<file path="src/rtl/irq_status_reg.sv">
module irq_status_reg #(
  parameter int ADDR_W = 12,
  parameter logic [ADDR_W-1:0] REG_ADDR = 12'h040
) (
  input  logic              clk,
  input  logic              rst,
  input  logic              host_mode,
  input  logic              hint_n,
  input  logic [15:0]       cfg_status,
  input  logic [7:0]        mbox_wr,
  input  logic [ADDR_W-1:0] bus_addr,
  input  logic              bus_wr,
  input  logic [31:0]       bus_wdata,
  output logic [31:0]       rdata,
  input  logic [31:0]       irq_en,
  output logic              irq
);
  logic       line_s, line_p;
  logic       edge_q;
  logic [7:0] mbx_q;

  wire hit  = bus_addr == REG_ADDR;
  wire clr  = hit && bus_wr;
  wire rise = line_s && !line_p;
  wire [5:0] mirror = {cfg_status[15:11], cfg_status[8]};

  always_ff @(posedge clk) begin
    if (rst) begin
      line_s <= 1'b1;
      line_p <= 1'b1;
      edge_q <= 1'b0;
      mbx_q  <= '0;
      irq    <= 1'b0;
    end else begin
      line_s <= hint_n;
      line_p <= line_s;
      edge_q <= host_mode && (rise || (edge_q && !(clr && bus_wdata[7])));
      mbx_q  <= mbox_wr | (mbx_q & ~({8{clr}} & bus_wdata[23:16]));
      irq    <= (edge_q && irq_en[7]) || |(mbx_q & irq_en[23:16]);
    end
  end

  assign rdata = hit ? {8'h00, mbx_q, 2'b00, mirror, edge_q, 7'h00} : 32'h0;
endmodule


</file>
<file path="config.mk">
export PLATFORM = sky130hd
export DESIGN_NAME = irq_status_reg
export DESIGN_NICKNAME = d
export VERILOG_FILES = /design/src/rtl/irq_status_reg.sv
export SDC_FILE = /design/constraint.sdc
export NUM_CORES = 1
export LEC_CHECK = 0
export ABC_AREA = 1
export ABC_CLOCK_PERIOD_IN_PS = 1200
export BUFFER_PORTS_ARGS = -buffer_cell sky130_fd_sc_hd__buf_2
export CAP_MARGIN = 15
export CORE_ASPECT_RATIO = 0.8
export CORE_UTILIZATION = 29
export CTS_BUF_LIST = sky130_fd_sc_hd__clkbuf_8
export DETAILED_ROUTE_END_ITERATION = 6
export PLACE_DENSITY = 0.88
export SKIP_CTS_REPAIR_TIMING = 1
export SLEW_MARGIN = 20
export SYNTH_ARGS = -nofsm -noshare
export SYNTH_HDL_FRONTEND = slang
export SYNTH_SLANG_ARGS = --single-unit
export TNS_END_PERCENT = 20
</file>
<file path="constraint.sdc">
create_clock -name clk -period 1.2 [get_ports clk]
set_clock_uncertainty 0.15 [all_clocks]
set_input_delay 0.12 -clock clk [delete_from_list [all_inputs] [get_ports clk]]
set_output_delay 0.12 -clock clk [all_outputs]
set_load 0.02 [all_outputs]
</file>
# Word-level counts from Yosys, hierarchy flattened
# Cells that the tools add are included.
[op_classes]
div_mod_pow = 0
bitwise = 5
mux = 1
magnitude_cmp = 0
n_eq_ne = 1
add_sub_neg = 0
mul = 0
shifts = 0
n_reduce_logical = 11
[ops]
columns = ["op", "n"]
rows = [
  ["AND 8 bit", 3],
  ["2-to-1 mux 24 bit", 1],
  ["equality test 12 x 7 -> 1 bit (second input constant)", 1],
  ["inverter 8 bit", 1],
  ["OR 8 bit", 1],
  ["OR reduction 8 bit", 1],
  ["logical AND 1 bit", 6],
  ["logical NOT 1 bit", 2],
  ["logical OR 1 bit", 2],
]
[totals]
rom_bits = 0
inputBits = 105
wordCells = 23
latchBits = 0
n_memories = 0
reg_bits = 12
ramBits = 0
out_inout_bits = 33

# Depth between registers and ports, before layout
[depth]
word_depth = 7
depth_mapped = 6

# Least setup slack after synthesis
# No wires, ideal clock.
[synth_path]
path_kind = "input to output"
start = "in bus_addr[1]"
end = "out rdata[10]"
t_arrival_ns = 0.975
t_required_ns = 0.930
setup_slack_ns = -0.045
path_stages = 4
n_path_buf = 1
path_cell_list = "nor4_2 -> nand4_2 -> buf_6 -> nor2_2"
[synth_via]
elab_chain_len = 2
[synth_rtl]
columns = ["item", "line_no", "text"]
rows = [
  ["start: declaration", "11", "input logic [ADDR_W-1:0] bus_addr,"],
  ["equality test 12 x 7 -> 1 bit", "22", "wire hit = bus_addr == REG_ADDR;"],
  ["2-to-1 mux 24 bit", "43", "assign rdata = hit ? {8'h00, mbx_q, 2'b00, mirror, edge_q, 7'h00} : 32'h0;"],
  ["end: declaration", "14", "output logic [31:0] rdata,"],
]
# Every way passes these cells.

# Worst setup path in the final report
[layout_path]
start = "in bus_addr[7]"
end = "out rdata[17]"
# Same word-level chain as after synthesis.

==> results.cfg <==
[status]
status = finished, violations left
violations = setup timing

[finish]
fin_nets = 318
final_layout_size_suffix_gt1_frac = 0.415
antennaDiodeCount = 0
synthToLayoutAreaGrowth_pct = 65.0

[drt]
drt_wl_total_um = 2440
ant_nets = 0
dr.first_iter.drc_count = 7
via_count = 1025
drtPass1Iterations = 4
via_per_inst = 4.10
drc = 0
wl_per_cell_um = 9.74

[placed_design]
dp_hpwl_um = 1800
pre_cts_ws_ns = -0.204
portBuffers = 64
routabilityCongestion = 0.705

[clocking]
clockBufferDepth = 2
h-tree-depth = 1
numClockSinks = 12
clk_latency_ns = 0.24
clkSlewWorstSetupHoldPaths_ns = 0.05
cts_tree = yes
cts_inserted_buffers = 3
clockRootBuffer = clkbuf_8

[global_route]
grt.total_usage = 0.141
overflow = 0
antenna_found_initial = 0
grt_pass1_vias = 849
grt_pass1_wl_um = 3420
grt_max_degree = 16

[synthesis]
syn_avg_cell_area_sq_um = 6.54
syn_area_sq_um = 876
synthFlopType = dfxtp_1
synthCells = 134
yosysWarnings = 0
synth-seq-cells = 12
yosysSeqAreaShare = 0.274
synth_top_area_frac = 0.274
netlist_top_cells_area = dfxtp_1 27%, buf_4 15%, inv_1 12%
yosys.area.top_type = dfxtp_1
synthMostInstantiatedCell = inv_1
synthTopCellsByCount = 29 x inv_1, 25 x nand2_1, 17 x buf_4
async_reset_ff_frac = 0
yosysUniqueCellTypes = 18
synth-edff-count = 0

[floorplanning]
dieWidth_um = 63.4
dieArea_sq_um = 3250
io_pins = 138
fp.dieH_um = 51.2
start_util = 0.312
coreArea_sq_um = 2810
core.rowCount = 17

[setup_path]
required_ns = 0.93
critPathArrivalTime_ns = 1.10
r2r-end = irq$_SDFF_PP0_
r2r_start = mbx_q[2]$_SDFF_PP0_
end_kind = output pin
reg2reg_depth = 3
startpoint_type = input pin
crit_fanout = 15
r2r_slack_ns = 0.19
path_class = in2out

[power_and_ir_drop]
power.leakage_nw = 0.802
vdd_drop_max_v = 0.000533
power_density_nw_per_um2 = 789

[min_path]
hp-class = in2reg
hold_path_end = mbx_q[0]$_SDFF_PP0_
hold_depth = 2
hold_start = rst

[timing]
rsz0062_at_grt = yes
fin_crit_ns = 1.37
setup_viol = 15
max_freq_ghz = 0.731
finalCritPeriodShare = 1.14
hold_ws_ns = 0.0435
worst_slack_ns = -0.167
slew_viol_final = 0
hold_viol = 0

[job]
max-cap-violations = 0
-- sequential cells by signal (all words and copies together), names as in the netlist --
name / flops
edge_q: 1
irq: 1
line_p: 1
line_s: 1
mbx_q: 8
-- worst max-delay path by stage --
stage                      startpoint         to  depth (start not counted)
after detailed placement  bus_addr[1]  rdata[17]                          6
after CTS                 bus_addr[1]  rdata[17]                          6
after floorplan           bus_addr[1]  rdata[10]                          4
after global placement    bus_addr[7]   rdata[9]                          6
after global routing      bus_addr[1]  rdata[17]                          6
final                     bus_addr[7]  rdata[17]                          6
-- per-layer routing --
metal / wire, um / share of wire / vias up / track usage
li1: - / - / 529 / -
met1: 911 / 0.37 / 439 / 0.144
met2: 1330 / 0.55 / 55 / 0.264
met3: 183 / 0.075 / 2 / 0.0513
met4: 8 / 0.0033 / 0 / 0.0492
met5: 0 / 0 / - / 0
-- cell type report --
| class | count | area, sq um |
|---|---|---|
| Sequential cell | 12 | 240 |
| Clock buffer | 4 | 55.1 |
| Inverter | 29 | 109 |
| Tap cell | 38 | 47.5 |
| Fill cell | 274 | 1360 |
| Multi-Input combinational cell | 89 | 458 |
| Timing Repair Buffer | 78 | 536 |
-- cells in the final DEF, fill, tap and decap left out --
cell	instances
clkbuf_8	4
buf_4	13
nor2_4	1
buf_12	1
nand3_1	1
dlygate4sd3_1	10
conb_1	17
or2_2	2
buf_8	1
nor4_4	2
dfxtp_1	12
buf_2	47
nor2_1	10
a21oi_1	9
nand4_2	1
nand4_1	10
nand2_1	25
nor2_2	10
o31a_1	1
buf_6	6
inv_1	29
-- worst max-delay path, stage by stage --
cell and delay [ns]:
buf_2 0.12, nor4_4 0.27, nand4_2 0.14, buf_12 0.19, nor2_1 0.10, buf_4 0.15
-- per-stage QoR --
stage	cell area [sq um]	util	power (W)	setup TNS (ns)	instances
6_report	1450	0.515	0.00114	-2.05	250
5_1_grt	1450	0.515	0.00120	-2.97	250
4_1_cts	1250	0.447	0.00112	-2.87	240
3_5_place_dp	1200	0.427	0.000673	-2.89	236
3_3_place_gp	1200	0.427	0.000668	-2.40	236
2_1_floorplan	936	-	0.000613	-0.407	150
-- where the power goes --
part | switching [W] | internal (W)
Combinational | 0.000143 | 0.000119
Clock | 0.000146 | 0.000290
Sequential | 0.0000165 | 0.000426
-- logic make-up after synthesis --
family / count (synthesis) / share of synthesized area
simple gates: 62 / 0.369
flops: 12 / 0.274
buf+inv: 49 / 0.291
compound gates: 10 / 0.0614
other cells: 1 / 0.00428
Power figures use the tool's default switching activity.
